$ cat config.mk
export PLATFORM = sky130hd
export DESIGN_NAME = aud_stage_ctrl
export DESIGN_NICKNAME = d
export VERILOG_FILES = /design/src/rtl/aud_stage_pkg.sv /design/src/rtl/aud_stage_chain.sv /design/src/rtl/aud_stage_buffer.sv /design/src/rtl/aud_stage_ctrl.sv
export SDC_FILE = /design/constraint.sdc
export NUM_CORES = 1
export LEC_CHECK = 0
export CAP_MARGIN = 20
export CORE_AREA = 3 3 106 108
export CTS_CLUSTER_DIAMETER = 100
export DETAILED_ROUTE_END_ITERATION = 8
export DIE_AREA = 0 0 109 111
export PLACE_DENSITY_LB_ADDON = 0.12
export SETUP_SLACK_MARGIN = 0.1
export SLEW_MARGIN = 20
export SYNTH_ARGS = -nofsm -noshare
export SYNTH_HDL_FRONTEND = slang
export SYNTH_SLANG_ARGS = --single-unit
$ cat constraint.sdc
create_clock -name clk -period 5.6 [get_ports clk]
set_clock_uncertainty 0.2 [all_clocks]
set_input_delay 1.12 -clock clk [delete_from_list [all_inputs] [get_ports clk]]
set_output_delay 1.12 -clock clk [all_outputs]
set_load 0.05 [all_outputs]
$ cat src/rtl/aud_stage_pkg.sv
package aud_stage_pkg;
    localparam int NSTAGE   = 5;
    localparam int BIT_CLK  = 0;
    localparam int BIT_HF   = 1;
    localparam int BIT_SCLR = 2;
    localparam int BIT_SM   = 3;
    localparam int BIT_FS   = 4;
    localparam int RX_LSB   = 0;
    localparam int TX_LSB   = 8;

    localparam logic [4:0] ADR_BOTH   = 5'd0;
    localparam logic [4:0] ADR_RXCTL  = 5'd1;
    localparam logic [4:0] ADR_TXCTL  = 5'd2;
    localparam logic [4:0] ADR_TXSTAT = 5'd3;
    localparam logic [4:0] ADR_RXSTAT = 5'd4;
    localparam logic [4:0] ADR_TXBUF  = 5'd5;
    localparam logic [4:0] ADR_RXBUF  = 5'd6;
    localparam logic [4:0] ADR_SER0   = 5'd8;

    localparam logic [1:0] MODE_TX = 2'd1;
    localparam logic [1:0] MODE_RX = 2'd2;

    // bring-up position -> control bit
    function automatic int order_bit(input int pos);
        case (pos)
            0:       return BIT_HF;
            1:       return BIT_CLK;
            default: return pos;
        endcase
    endfunction

    typedef struct packed {
        logic [NSTAGE-1:0] req;
        logic [NSTAGE-1:0] sync;
        logic [NSTAGE-1:0] act;
    } chain_s;
endpackage

$ cat src/rtl/aud_stage_chain.sv
module aud_stage_chain
    import aud_stage_pkg::*;
(
    input  logic              clk,
    input  logic              rst_n,
    input  logic              wr,
    input  logic [NSTAGE-1:0] wbits,
    output logic [NSTAGE-1:0] act
);
    chain_s s_d, s_q;

    always_comb begin
        s_d = s_q;
        if (wr) s_d.req = wbits;
        for (int p = 0; p < NSTAGE; p++) begin
            logic pred;
            logic en;
            pred = (p == 0) ? 1'b1 : s_q.act[order_bit(p - 1)];
            en   = s_d.req[order_bit(p)] & pred;
            s_d.sync[order_bit(p)] = en;
            s_d.act[order_bit(p)]  = en & s_q.sync[order_bit(p)];
        end
    end

    always_ff @(posedge clk or negedge rst_n) begin
        if (!rst_n) s_q <= '0;
        else        s_q <= s_d;
    end

    assign act = s_q.act;
endmodule

$ cat src/rtl/aud_stage_buffer.sv
module aud_stage_buffer #(
    parameter int DATA_W = 32,
    parameter bit IS_TX  = 1'b1
) (
    input  logic              clk,
    input  logic              rst_n,
    input  logic              hold,
    input  logic              run,
    input  logic              slot,
    input  logic              host_acc,
    input  logic [DATA_W-1:0] host_data,
    input  logic [DATA_W-1:0] line_data,
    output logic              full,
    output logic [DATA_W-1:0] word,
    output logic              err
);
    typedef struct packed {
        logic              full;
        logic [DATA_W-1:0] word;
    } buf_s;

    buf_s b_d, b_q;

    generate
        if (IS_TX) begin : g_tx
            always_comb begin
                b_d = b_q;
                err = 1'b0;
                if (run && slot) begin
                    if (b_q.full) b_d.full = 1'b0;
                    else          err      = 1'b1;
                end
                if (host_acc && !hold) begin
                    b_d.full = 1'b1;
                    b_d.word = host_data;
                end
                if (hold) b_d.full = 1'b0;
            end
            logic unused_line;
            assign unused_line = ^line_data;
        end else begin : g_rx
            always_comb begin
                b_d = b_q;
                err = 1'b0;
                if (host_acc) b_d.full = 1'b0;
                if (run && slot && !hold) begin
                    if (b_q.full && !host_acc) begin
                        err = 1'b1;
                    end else begin
                        b_d.full = 1'b1;
                        b_d.word = line_data;
                    end
                end
                if (hold) b_d.full = 1'b0;
            end
            logic unused_host;
            assign unused_host = ^host_data;
        end
    endgenerate

    always_ff @(posedge clk or negedge rst_n) begin
        if (!rst_n) b_q <= '0;
        else        b_q <= b_d;
    end

    assign full = b_q.full;
    assign word = b_q.word;
endmodule

$ cat src/rtl/aud_stage_ctrl.sv
module aud_stage_ctrl
    import aud_stage_pkg::*;
#(
    parameter int ADDR_W  = 5,
    parameter int DATA_W  = 32,
    parameter int NUM_SER = 4
) (
    input  logic              clk,
    input  logic              rst_n,
    input  logic              bus_wr,
    input  logic              bus_rd,
    input  logic [ADDR_W-1:0] bus_addr,
    input  logic [DATA_W-1:0] bus_wdata,
    output logic [DATA_W-1:0] bus_rdata,
    input  logic              tx_slot,
    output logic [DATA_W-1:0] tx_sample,
    input  logic              rx_slot,
    input  logic [DATA_W-1:0] rx_sample
);
    localparam int SER_IDX_W = (NUM_SER > 1) ? $clog2(NUM_SER) : 1;

    typedef struct packed {
        logic [NUM_SER-1:0][1:0] mode;
        logic                    tx_err;
        logic                    rx_err;
    } top_s;

    top_s t_d, t_q;

    logic [NSTAGE-1:0] rx_act, tx_act;
    logic              tx_full, rx_full;
    logic              tx_ev, rx_ev;
    logic [DATA_W-1:0] rx_word;
    logic [NUM_SER-1:0] tx_rdy, rx_rdy;

    logic [ADDR_W-1:0] ser_off;
    logic              ser_hit;
    logic [SER_IDX_W-1:0] ser_idx;

    assign ser_off = bus_addr - ADDR_W'(ADR_SER0);
    assign ser_hit = (bus_addr >= ADDR_W'(ADR_SER0)) && (ser_off < ADDR_W'(NUM_SER));
    assign ser_idx = ser_off[SER_IDX_W-1:0];

    logic rx_ctl_wr, tx_ctl_wr;
    assign rx_ctl_wr = bus_wr && (bus_addr == ADDR_W'(ADR_BOTH) || bus_addr == ADDR_W'(ADR_RXCTL));
    assign tx_ctl_wr = bus_wr && (bus_addr == ADDR_W'(ADR_BOTH) || bus_addr == ADDR_W'(ADR_TXCTL));

    aud_stage_chain i_rx_chain (
        .clk   (clk),
        .rst_n (rst_n),
        .wr    (rx_ctl_wr),
        .wbits (bus_wdata[RX_LSB +: NSTAGE]),
        .act   (rx_act)
    );

    aud_stage_chain i_tx_chain (
        .clk   (clk),
        .rst_n (rst_n),
        .wr    (tx_ctl_wr),
        .wbits (bus_wdata[TX_LSB +: NSTAGE]),
        .act   (tx_act)
    );

    aud_stage_buffer #(.DATA_W(DATA_W), .IS_TX(1'b1)) i_tx_buf (
        .clk       (clk),
        .rst_n     (rst_n),
        .hold      (!tx_act[BIT_SCLR]),
        .run       (tx_act[BIT_SM] && tx_act[BIT_FS]),
        .slot      (tx_slot),
        .host_acc  (bus_wr && bus_addr == ADDR_W'(ADR_TXBUF)),
        .host_data (bus_wdata),
        .line_data (rx_sample),
        .full      (tx_full),
        .word      (tx_sample),
        .err       (tx_ev)
    );

    aud_stage_buffer #(.DATA_W(DATA_W), .IS_TX(1'b0)) i_rx_buf (
        .clk       (clk),
        .rst_n     (rst_n),
        .hold      (!rx_act[BIT_SCLR]),
        .run       (rx_act[BIT_SM] && rx_act[BIT_FS]),
        .slot      (rx_slot),
        .host_acc  (bus_rd && bus_addr == ADDR_W'(ADR_RXBUF)),
        .host_data (bus_wdata),
        .line_data (rx_sample),
        .full      (rx_full),
        .word      (rx_word),
        .err       (rx_ev)
    );

    generate
        for (genvar n = 0; n < NUM_SER; n++) begin : g_ser
            assign tx_rdy[n] = (t_q.mode[n] == MODE_TX) && tx_act[BIT_SM] && !tx_full;
            assign rx_rdy[n] = (t_q.mode[n] == MODE_RX) && rx_full;
        end
    endgenerate

    always_comb begin
        t_d = t_q;
        for (int n = 0; n < NUM_SER; n++) begin
            if (bus_wr && ser_hit && ser_off == ADDR_W'(n))
                t_d.mode[n] = bus_wdata[1:0];
        end
        t_d.tx_err = tx_ev || (t_q.tx_err &&
                     !(bus_wr && bus_addr == ADDR_W'(ADR_TXSTAT) && bus_wdata[0]));
        t_d.rx_err = rx_ev || (t_q.rx_err &&
                     !(bus_wr && bus_addr == ADDR_W'(ADR_RXSTAT) && bus_wdata[0]));
    end

    always_ff @(posedge clk or negedge rst_n) begin
        if (!rst_n) t_q <= '0;
        else        t_q <= t_d;
    end

    always_comb begin
        bus_rdata = '0;
        if (ser_hit) begin
            bus_rdata[1:0] = t_q.mode[ser_idx];
            bus_rdata[4]   = tx_rdy[ser_idx];
            bus_rdata[5]   = rx_rdy[ser_idx];
        end else begin
            case (bus_addr)
                ADDR_W'(ADR_BOTH): begin
                    bus_rdata[RX_LSB +: NSTAGE] = rx_act;
                    bus_rdata[TX_LSB +: NSTAGE] = tx_act;
                end
                ADDR_W'(ADR_RXCTL):  bus_rdata[RX_LSB +: NSTAGE] = rx_act;
                ADDR_W'(ADR_TXCTL):  bus_rdata[TX_LSB +: NSTAGE] = tx_act;
                ADDR_W'(ADR_TXSTAT): bus_rdata[0] = t_q.tx_err;
                ADDR_W'(ADR_RXSTAT): bus_rdata[0] = t_q.rx_err;
                ADDR_W'(ADR_TXBUF):  bus_rdata = tx_sample;
                ADDR_W'(ADR_RXBUF):  bus_rdata = rx_word;
                default:             bus_rdata = '0;
            endcase
        end
    end
endmodule

==> impl_results.md, run 1 <==
* Fin nets at 566
* Remaining DRCs at 0
* P per Cell Area at 218 nW/um^2
* Setup bufs post-CTS at 0
* CP Capture Type: output pin
* Global-route usage over all layers at around a fifth
* First-pass GRT wire length at 19,300 um
* Final Setup Violations at 0
* Hpwl dp at 8510 um
* Reg area at roughly 2600 um^2
* DRT antenna net count at 0
* Crit path largest cell delay at ~0.9 ns
* DRT Pass-1 Iters at 5
* Final Cell Area at 6720 um^2
* TritonCTS clock tree: yes
* RSZ-0062 raised after global routing: no
* Vias per inst at between 5 and 6
* CORE AREA at 10,300 um^2
* Horiz. Die Dim at 109 um
* Htree depth at 3
* WP buf/inv at 2
* Seq/Total Area, Yosys at 56.0%
* Critical-path cell list: clkdlybuf4s50_1, nand2_1, nor4_4, a222oi_1, nor3_1, buf_12
* Diodes inserted at 0
* Reg clk slew, reported paths at 0.10 ns
* Setup crit start kind: input pin
* Peak Freq at 198 MHz
* Pin count of the biggest net entering global routing at 68
* Global route total overflow at 0
* Final setup margin at 0.549 ns
* Mapped Nets at 430
* Worst slew pin tran at 1.03 ns
* Via Count at 3,488
* Fin crit period at 5.05 ns
* Synth warn at 0
* Synth cell types at 50
* Synth area leader: dfrtp_1
* Final WL at approximately 12,000 um
* Layout area overhead at 44.6%
* Max-slew violations at 0
* DR iter-0 viols at about 190
* Row cnt at 37
* Synth area leaders: dfrtp_1, mux2_1, a22o_1
* Routability cong. at 0.923
* CP Max Fanout at 17
* Cell Area, Placed at 6490 um^2
* Cell family with most CP delay: simple AND/OR/NAND/NOR gates
* Hold Path Class: reg -> reg
* DP Worst Slack at 0.599 ns
* Hold Fails Final Rpt at 0
* Layout cell share with drive strength beyond 1 at 14.0%
* Initial cell density of the core at 45.0%
* CTS Hold Buffers Added at 0
* Outcome: complete, no violations
* Top_reg_cell synth: dfrtp_1
* Vias in the first global route at 3,664
* Multi-input gate area at 1890 um^2
* I/O Pins at approximately 140
* Die H at 111 um
* WS Path Type: in -> out
* FF+latch count, synth at about 100
* WP data arrival at roughly 3.7 ns
* Fill cell count at 816
* Post-synth EDFFs at 0
* Period utilization at ~90%
* CTS max path bufs at 2
* Required @ worst endpoint at between 4 and 5 ns
* Max_cap viols at 0
* CP max-delay cell: clkdlybuf4s50_1
* VDD IR max at 0.138 mV
* Cell Area, Synth at 4650 um^2
* Synth top area share at 56.0%
* Ys async rst share at 100%
* Root Buffer: clkbuf_8
* IO buf count at between 100 and 150
* Sum Neg Setup Slack at 0 ns
* Worst-Skew Late Latency at 0.35 ns
* Syn Area/Cell at 13.2 um^2
* CTS Buf Count at 9
* Cell leakage power at between 3 and 4 nW
* Clock tree sinks at 104
* Syn Inst Count at ~350
* Slew margin rel. at a little under a third
* Wire per inst at 18.7 um
* Initial antenna violation count at 0
* Full die area at 12,100 um^2
* Resize count post-CTS at 0
==> synthesized netlist by cell type, types with 2 or more instances <==
cell / number
o22ai_1: 3
mux2_1: 72
a21oi_1: 3
nor2b_1: 8
o21ai_0: 4
dfrtp_1: 104
mux2i_1: 10
nor2_1: 11
inv_1: 17
buf_2: 7
ha_1: 2
mux2_4: 2
nor3_1: 6
a22o_1: 21
mux4_2: 2
buf_4: 4
a31oi_1: 2
a222oi_1: 9
nand4_1: 2
clkbuf_1: 10
nand3_1: 7
and3b_1: 9
nand2_1: 6
nor4_1: 4
o21a_1: 2
o21ai_1: 2
==> layout by cell type (no fill, tap or decap), drive strengths merged, types with 7 or more instances in the layout <==
cell type / count
clkdlybuf4s50: 106
dfrtp: 104
mux2: 74
buf: 41
a22o: 21
inv: 20
nor2: 11
mux2i: 10
clkbuf: 10
and3b: 9
a222oi: 9
nor2b: 8
nand3: 7
==> layout make-up <==
cell class / instances / share of cell area, %
multi-input combinational: 208 / 28.1
inverter: 19 / 1.06
timing repair buffer: 147 / 26.1
clock buffer: 10 / 2.05
tap: 136 / 2.53
clock inverter: 6 / 1.45
sequential: 104 / 38.7
==> kinds of logic after synthesis <==
| kind of cell | after synthesis | share of synthesized area (%) |
|---|---|---|
| fa+ha+maj | 2 | 0.538 |
| flops | 104 | 56.0 |
| buf+inv | 41 | 3.82 |
| mux | 86 | 21.2 |
| compound gates | 58 | 10.2 |
| simple gates | 62 | 8.31 |
==> per-layer routing <==
layer	wire [um]	track usage, %	part of all wire [%]
met4	148	4.88	1.3
met3	1030	6.29	8.8
met1	4990	27.0	42
met5	0	0	0
met2	5620	32.1	48
==> report_power, final <==
part           total (mW)  internal [mW]  switching (mW)
combinational       0.143         0.0759          0.0668
clock               0.530          0.270           0.259
sequential          0.792          0.778          0.0135
==> sequential cells by signal, indices dropped and copies added (netlist names) <==
signal,cells
i_tx_chain.s_q,9
i_tx_buf.word,32
i_rx_buf.full,1
t_q,10
i_tx_buf.full,1
i_rx_buf.word,32
i_tx_chain.act,5
i_rx_chain.act,5
i_rx_chain.s_q,9
==> worst reg2reg max path: cells and delay by family (launching register included) <==
kind,cells,cell delay [ns]
DFF,1,0.40
and+or+nand+nor,2,1.07
muxes,1,0.40
==> per-stage QoR <==
| step | hold WS (ns) | std cells | utilization, % | total power, mW |
|---|---|---|---|---|
| after floorplan | 0.254 | 353 | - | 0.859 |
| after global placement | 0.261 | 614 | 62.9 | 0.944 |
| after detailed placement | 0.273 | 614 | 62.9 | 0.950 |
| after CTS | 0.299 | 630 | 65.1 | 1.49 |
| after global routing | 0.308 | 630 | 65.1 | 1.53 |
| final | 0.295 | 630 | 65.1 | 1.46 |
==> worst paths after layout <==
path                                         from           endpoint  slack, ns  cells past startpoint
worst min register to register  i_tx_chain.s_q[6]  i_tx_chain.act[1]       0.29                      1
max in group asynchronous                   rst_n  i_rx_buf.word[11]       3.51                      2
worst min-delay path            i_tx_chain.s_q[6]  i_tx_chain.act[1]       0.29                      1
worst max-delay path                  bus_addr[0]       bus_rdata[9]       0.55                      6
worst max register to register  i_rx_chain.act[3]  i_rx_buf.word[21]       3.42                      3
min in group asynchronous                   rst_n             t_q[5]       0.66                      1
Note: power is estimated with default switching activity, not from simulation.
==> inputs of run 2 (changes only) <==
==> constraint.sdc (replaced) <==
create_clock -name clk -period 6.5 [get_ports clk]
set_clock_uncertainty 0.2 [all_clocks]
set_input_delay 1.3 -clock clk [delete_from_list [all_inputs] [get_ports clk]]
set_output_delay 1.3 -clock clk [all_outputs]
set_load 0.05 [all_outputs]
==> run 2 against run 1 <==
Effect of this change:
- sequential cell count unchanged
- hold slack worse by 0.0021 ns
- first-iteration DRC count increased by 1.6%
- die area unchanged
- clock power down 20%
- cell count is 0.32% lower
- largest cell class unchanged
- sequential share of layout area grew 2.2 points
- worst setup slack better by 0.60 ns
==> impl_results.md, run 2 (same netlist as run 1, synthesis figures left out) <==
* IO buf count at 138 (unchanged)
* Critical-path cell list: clkdlybuf4s50_1, and3b_1, and2_1, buf_12, a22o_1, clkdlybuf4s50_1
* Worst-Skew Late Latency at 0.37 ns (+0.02 ns)
* CTS Hold Buffers Added at 0 (unchanged)
* Setup bufs post-CTS at 0 (unchanged)
* Routability cong. at 0.812 (-12%)
* Net Sw Power at 0.303 mW (-11%)
* Required @ worst endpoint at 5.00 ns (+0.72 ns)
* Layout area overhead at 36.7%
* Hold Fails Final Rpt at 0 (unchanged)
* Resize count post-CTS at 0 (unchanged)
* Final core occ at 61.6% (-3.5 points)
* CTS Buf Count at 9 (unchanged)
* R2r setup slk at 4.28 ns (+0.86 ns)
* Worst slew pin tran at 1.02 ns (-0.0175 ns)
* Fin crit period at 5.35 ns
* Clock tree sinks at 104 (unchanged)
* Full die area at 12,100 um^2 (unchanged)
* Max-slew violations at 0 (unchanged)
* Clk pwr share at 34.4% (-1.8 points)
* Commonest non-fill, non-tap cell in the layout: clkdlybuf4s50_1
* Diodes inserted at 0 (unchanged)
* Global route total overflow at 0 (unchanged)
* First-pass GRT wire length at 18,700 um (-3.2%)
* Multi-input gate area at 1890 um^2 (unchanged)
* VDD IR max at 0.145 mV (+5.0%)
* Root Buffer: clkbuf_8
* P per Cell Area at 193 nW/um^2 (-11%)
* Hold Path Class: reg -> reg
* Most frequent cells in the layout: clkdlybuf4s50_1, dfrtp_1, mux2_1
* RSZ-0062 raised after global routing: no
* DR iter-0 viols at 190 (+1.6%)
* Final WL at 11,500 um (-2.1%)
* Hpwl dp at 8280 um (-2.6%)
* Fill cell count at 853 (+4.5%)
* Most numerous cell on the critical path: clkdlybuf4s50_1
* Comb pwr share at 9.9% (+0.2 points)
* CP max-delay cell: clkdlybuf4s50_1
* Pin count of the biggest net entering global routing at 60 (-12%)
* DRT Pass-1 Iters at 5 (unchanged)
* Min-Delay Path Depth at 1 (unchanged)
* Slew margin rel. at 32.0% (+1.2 points)
* DP Worst Slack at 1.13 ns (+0.531 ns)
* Setup crit start kind: input pin
* Wire per inst at 18.4 um (-1.8%)
* Vias in the first global route at 3,543 (-3.3%)
* Int Pwr at 0.923 mW (-18%)
* Layout cell share with drive strength beyond 1 at 9.35% (-4.6 points)
* Switching Share at 24.7% (+1.5 points)
* Period utilization at 82.4%
* Reg area at 2600 um^2 (unchanged)
* Vias per inst at 5.40 (-2.4%)
* Horiz. Die Dim at 109 um (unchanged)
* Global-route usage over all layers at 19.6% (-0.60 points)
* Initial cell density of the core at 45.0% (unchanged)
* Cell leakage power at 3.05 nW (-4.5%)
* WP data arrival at 3.85 ns (+0.12 ns)
* Sequential Power Share at 55.7% (+1.6 points)
* Htree depth at 3 (unchanged)
* Outcome: complete, no violations
* CORE AREA at 10,300 um^2 (unchanged)
* DRT antenna net count at 0 (unchanged)
* TritonCTS clock tree: yes
* CTS max path bufs at 2 (unchanged)
* Post-route insts no fill at 628 (-0.32%)
* Row cnt at 37 (unchanged)
* Final Total Pwr at 1.23 mW (-16%)
* Sum Neg Setup Slack at 0 ns (unchanged)
* Placed Cells at 612 (-0.33%)
* Hold WS at 0.293 ns (-0.00215 ns)
* Crit path largest cell delay at 0.81 ns (-0.10 ns)
* Final Setup Violations at 0 (unchanged)
* Final Cell Area at 6360 um^2 (-5.4%)
* WS Path Type: in -> out
* Max_cap viols at 0 (unchanged)
* Die H at 111 um (unchanged)
* Via Count at 3,394 (-2.7%)
* Final setup margin at 1.15 ns (+0.597 ns)
* Fin nets at 564 (-0.35%)
* Cell Area, Placed at 6150 um^2 (-5.2%)
* I/O Pins at 139 (unchanged)
* Remaining DRCs at 0 (unchanged)
* Initial antenna violation count at 0 (unchanged)
* Reg clk slew, reported paths at 0.12 ns (+0.02 ns)
* Cell depth of the worst flop-to-flop path at 3 (unchanged)
* CP Capture Type: output pin
* Peak Freq at between 150 and 200 MHz
* CP Max Fanout at 18 (+1)
-- run 2: power by group through the flow --
stage                     registers [mW]  clock network [mW]  logic (mW)
after floorplan                    0.691                   0      0.0496
after global placement             0.694                   0       0.119
after detailed placement           0.695                   0       0.122
after CTS                          0.683               0.441       0.123
after global routing               0.686               0.464       0.134
final                              0.683               0.422       0.121
-- run 2: final cells by class --
cell class | count | share of cell area, %
Multi-Input combinational cell | 208 | 29.7
Timing Repair Buffer | 145 | 22.3
Clock buffer | 9 | 1.95
Tap cell | 136 | 2.68
Sequential cell | 104 | 40.9
Inverter | 19 | 1.12
Clock inverter | 7 | 1.32
-- run 2: worst max-delay path: cells and delay by family --
kind	cells	cell delay, ns
buffers and inverters	3	1.73
and+or+nand+nor	2	0.66
AOI/OAI and AO/OA	1	0.15
-- run 2: final timing paths --
check | startpoint | end
min in group asynchronous | rst_n | t_q[9]
setup / recovery | bus_addr[2] | bus_rdata[29]
hold / removal | i_tx_chain.s_q[8] | i_tx_chain.act[3]
setup reg to reg | i_rx_chain.act[2] | i_rx_buf.word[6]
max in group asynchronous | rst_n | i_rx_buf.word[18]
hold reg to reg | i_tx_chain.s_q[8] | i_tx_chain.act[3]
-- run 2: routing by layer --
metal  up-vias  global-route usage, %  part of all wire [%]  wire length (um)
met2       126                   31.1                    47              5440
met4         0                   5.13                   1.3               146
met1      1688                   26.9                    44              5020
met5         -                      0                     0                 0
met3        11                   4.89                   8.0               925
li1       1569                      -                     -                 -
==> inputs of run 3 (changes only) <==
--- a/config.mk
+++ b/config.mk
@@ -6,10 +6,10 @@
 export NUM_CORES = 1
 export LEC_CHECK = 0
 export CAP_MARGIN = 20
-export CORE_AREA = 3 3 106 108
+export CORE_AREA = 3 3 108 110
 export CTS_CLUSTER_DIAMETER = 100
 export DETAILED_ROUTE_END_ITERATION = 8
-export DIE_AREA = 0 0 109 111
+export DIE_AREA = 0 0 111 113
 export PLACE_DENSITY_LB_ADDON = 0.12
 export SETUP_SLACK_MARGIN = 0.1
 export SLEW_MARGIN = 20
==> constraint.sdc (replaced) <==
create_clock -name clk -period 4.7 [get_ports clk]
set_clock_uncertainty 0.2 [all_clocks]
set_input_delay 0.94 -clock clk [delete_from_list [all_inputs] [get_ports clk]]
set_output_delay 0.94 -clock clk [all_outputs]
set_load 0.05 [all_outputs]
==> run 3 against run 2 <==
Effect of this change:
- via count up 2.3%
- routed wire length up 4.9%
- clock power up 51%
- clock-buffer cell count up 1
- non-clock buffer count up 5
==> impl_results.md, run 3 (same netlist as run 1, synthesis figures left out) <==
* I/O Pins at 139 (unchanged)
* Resize count post-CTS at 0 (unchanged)
* Vias per inst at 5.45 (+0.85%)
* Via Count at 3,472 (+2.3%)
* Fin nets at 569 (+0.89%)
* Horiz. Die Dim at 111 um (+1.8%)
* DRT Pass-1 Iters at 4 (-1)
* Hold Fails Final Rpt at 0 (unchanged)
* Wire per inst at 19.0 um (+3.4%)
* CTS Buf Count at 9 (unchanged)
* Die H at 113 um (+1.8%)
* Pin count of the biggest net entering global routing at 83 (+38%)
* Slew margin rel. at 50.2% (+18 points)
* R2r setup slk at 2.55 ns (-1.73 ns)
* DP Worst Slack at 0.387 ns (-0.743 ns)
* Full die area at 12,500 um^2 (+3.7%)
* Remaining DRCs at 0 (unchanged)
* Fill cell count at 838 (-1.8%)
* Multi-input gate area at 1890 um^2 (unchanged)
* Final Setup Violations at 0 (unchanged)
* CTS Hold Buffers Added at 0 (unchanged)
* Setup crit start kind: input pin
* Min-Delay Path Depth at 1 (unchanged)
* Int Pwr at 1.34 mW (+45%)
* Row cnt at 38 (+2.7%)
* Diodes inserted at 0 (unchanged)
* Clock tree sinks at 104 (unchanged)
* Cell leakage power at 3.21 nW (+5.2%)
* Global-route usage over all layers at 19.9% (+0.24 points)
* Setup bufs post-CTS at 0 (unchanged)
* Worst R2R Start: i_rx_chain.act[3]
* Reg clk slew, reported paths at 0.10 ns (-0.02 ns)
* WP data arrival at 3.22 ns (-0.63 ns)
* Cell depth of the worst flop-to-flop path at 4 (+1)
* First-pass GRT wire length at 19,600 um (+4.9%)
* Hold WS at 0.290 ns (-0.00328 ns)
* Max-slew violations at 0 (unchanged)
* Hold Path Class: reg -> reg
* Worst-Skew Late Latency at 0.37 ns (about the same)
* Clk pwr share at 36.4% (+2.0 points)
* Peak Freq at roughly 230 MHz
* Htree depth at 3 (unchanged)
* Final setup margin at 0.344 ns (-0.802 ns)
* WS Path Type: in -> out
* Critical-path cell list: clkdlybuf4s50_1, and3b_1, and2_1, a222oi_1, nor3_1, buf_12
* Initial antenna violation count at 0 (unchanged)
* CP Capture Type: output pin
* R2r endpoint: i_rx_buf.word[1]
* Comb pwr share at 9.8% (about the same)
* Vias in the first global route at 3,725 (+5.1%)
* Worst Hold Launch: i_tx_chain.s_q[6]
* CP max-delay cell: clkdlybuf4s50_1
* Fin crit period at approximately 4.4 ns
* CORE AREA at 10,800 um^2 (+4.5%)
* Layout area overhead at 45.0%
* Routability cong. at 0.873 (+7.5%)
* Global route total overflow at 0 (unchanged)
* Worst slew pin tran at 0.748 ns (-0.270 ns)
* VDD IR max at 0.229 mV (+58%)
* Net Sw Power at 0.415 mW (+37%)
* CTS max path bufs at 2 (unchanged)
* Hpwl dp at 8660 um (+4.5%)
* Sequential Power Share at 53.9% (-1.8 points)
* TritonCTS clock tree: yes
* Final WL at 12,100 um (+4.9%)
* Final Total Pwr at 1.75 mW (+43%)
* Hold EP: i_tx_chain.act[1]
* Reg area at 2600 um^2 (unchanged)
* Max_cap viols at 0 (unchanged)
* DR iter-0 viols at 195 (+2.6%)
* Outcome: complete, no violations
* Crit path largest cell delay at 0.61 ns (-0.20 ns)
* Period utilization at 92.7%
* Switching Share at 23.7% (-1.0 points)
* Commonest non-fill, non-tap cell in the layout: clkdlybuf4s50_1
* CP Max Fanout at 13 (-5)
* Layout cell share with drive strength beyond 1 at 14.7% (+5.3 points)
* Required @ worst endpoint at 3.56 ns (-1.44 ns)
* Most frequent cells in the layout: clkdlybuf4s50_1, dfrtp_1, mux2_1
* Initial cell density of the core at 43.1% (-2.0 points)
* RSZ-0062 raised after global routing: no
* IO buf count at 138 (unchanged)
* Final Cell Area at 6750 um^2 (+6.1%)
* Cell Area, Placed at 6510 um^2 (+5.9%)
* Sum Neg Setup Slack at 0 ns (unchanged)
* DRT antenna net count at 0 (unchanged)
* Root Buffer: clkbuf_8
* P per Cell Area at 260 nW/um^2 (+35%)
==> run 3: critical path: cells and delay by family <==
| family | cells | cell delay [ns] |
|---|---|---|
| compound gates | 1 | 0.22 |
| buf+inv | 2 | 0.81 |
| simple gates | 3 | 1.24 |
==> run 3: worst max path at each step <==
stage,startpoint,endpoint,slack (ns),cells past startpoint
2_1_floorplan,bus_addr[4],bus_rdata[10],0.47,7
4_1_cts,bus_addr[4],bus_rdata[9],0.37,6
3_3_place_gp,bus_addr[4],bus_rdata[5],0.46,8
3_5_place_dp,bus_addr[4],bus_rdata[9],0.39,6
5_1_grt,bus_addr[3],bus_rdata[9],0.21,6
6_report,bus_addr[4],bus_rdata[9],0.34,6
==> run 3: cell type report <==
class                      count  share of cell area (%)
clock inverter                 6                    1.34
sequential                   104                    38.6
timing repair buffer         150                    26.4
inverter                      19                    1.06
clock buffer                  10                    2.04
tap                          140                    2.60
multi-input combinational    208                    28.0
==> run 3: per-stage QoR <==
step,std cells,utilization [%]
global route,637,62.5
finish,637,62.5
floorplan,353,-
global placement,621,60.4
detailed placement,621,60.4
CTS,637,62.5
==> run 3: power by group through the flow <==
stage / sequential [mW] / combinational, mW / clock, mW
2_1_floorplan: 0.955 / 0.0686 / 0
6_report: 0.943 / 0.171 / 0.637
4_1_cts: 0.943 / 0.172 / 0.660
5_1_grt: 0.948 / 0.188 / 0.700
3_5_place_dp: 0.960 / 0.171 / 0
3_3_place_gp: 0.960 / 0.168 / 0
==> run 3: metal layers <==
layer	part of all wire, %	vias up	wire (um)	global-route usage [%]
met2	48	129	5780	31.8
met1	43	1742	5150	24.8
met5	0	-	0	0
met3	7.8	14	941	6.63
li1	-	1587	-	-
met4	1.9	0	225	8.70
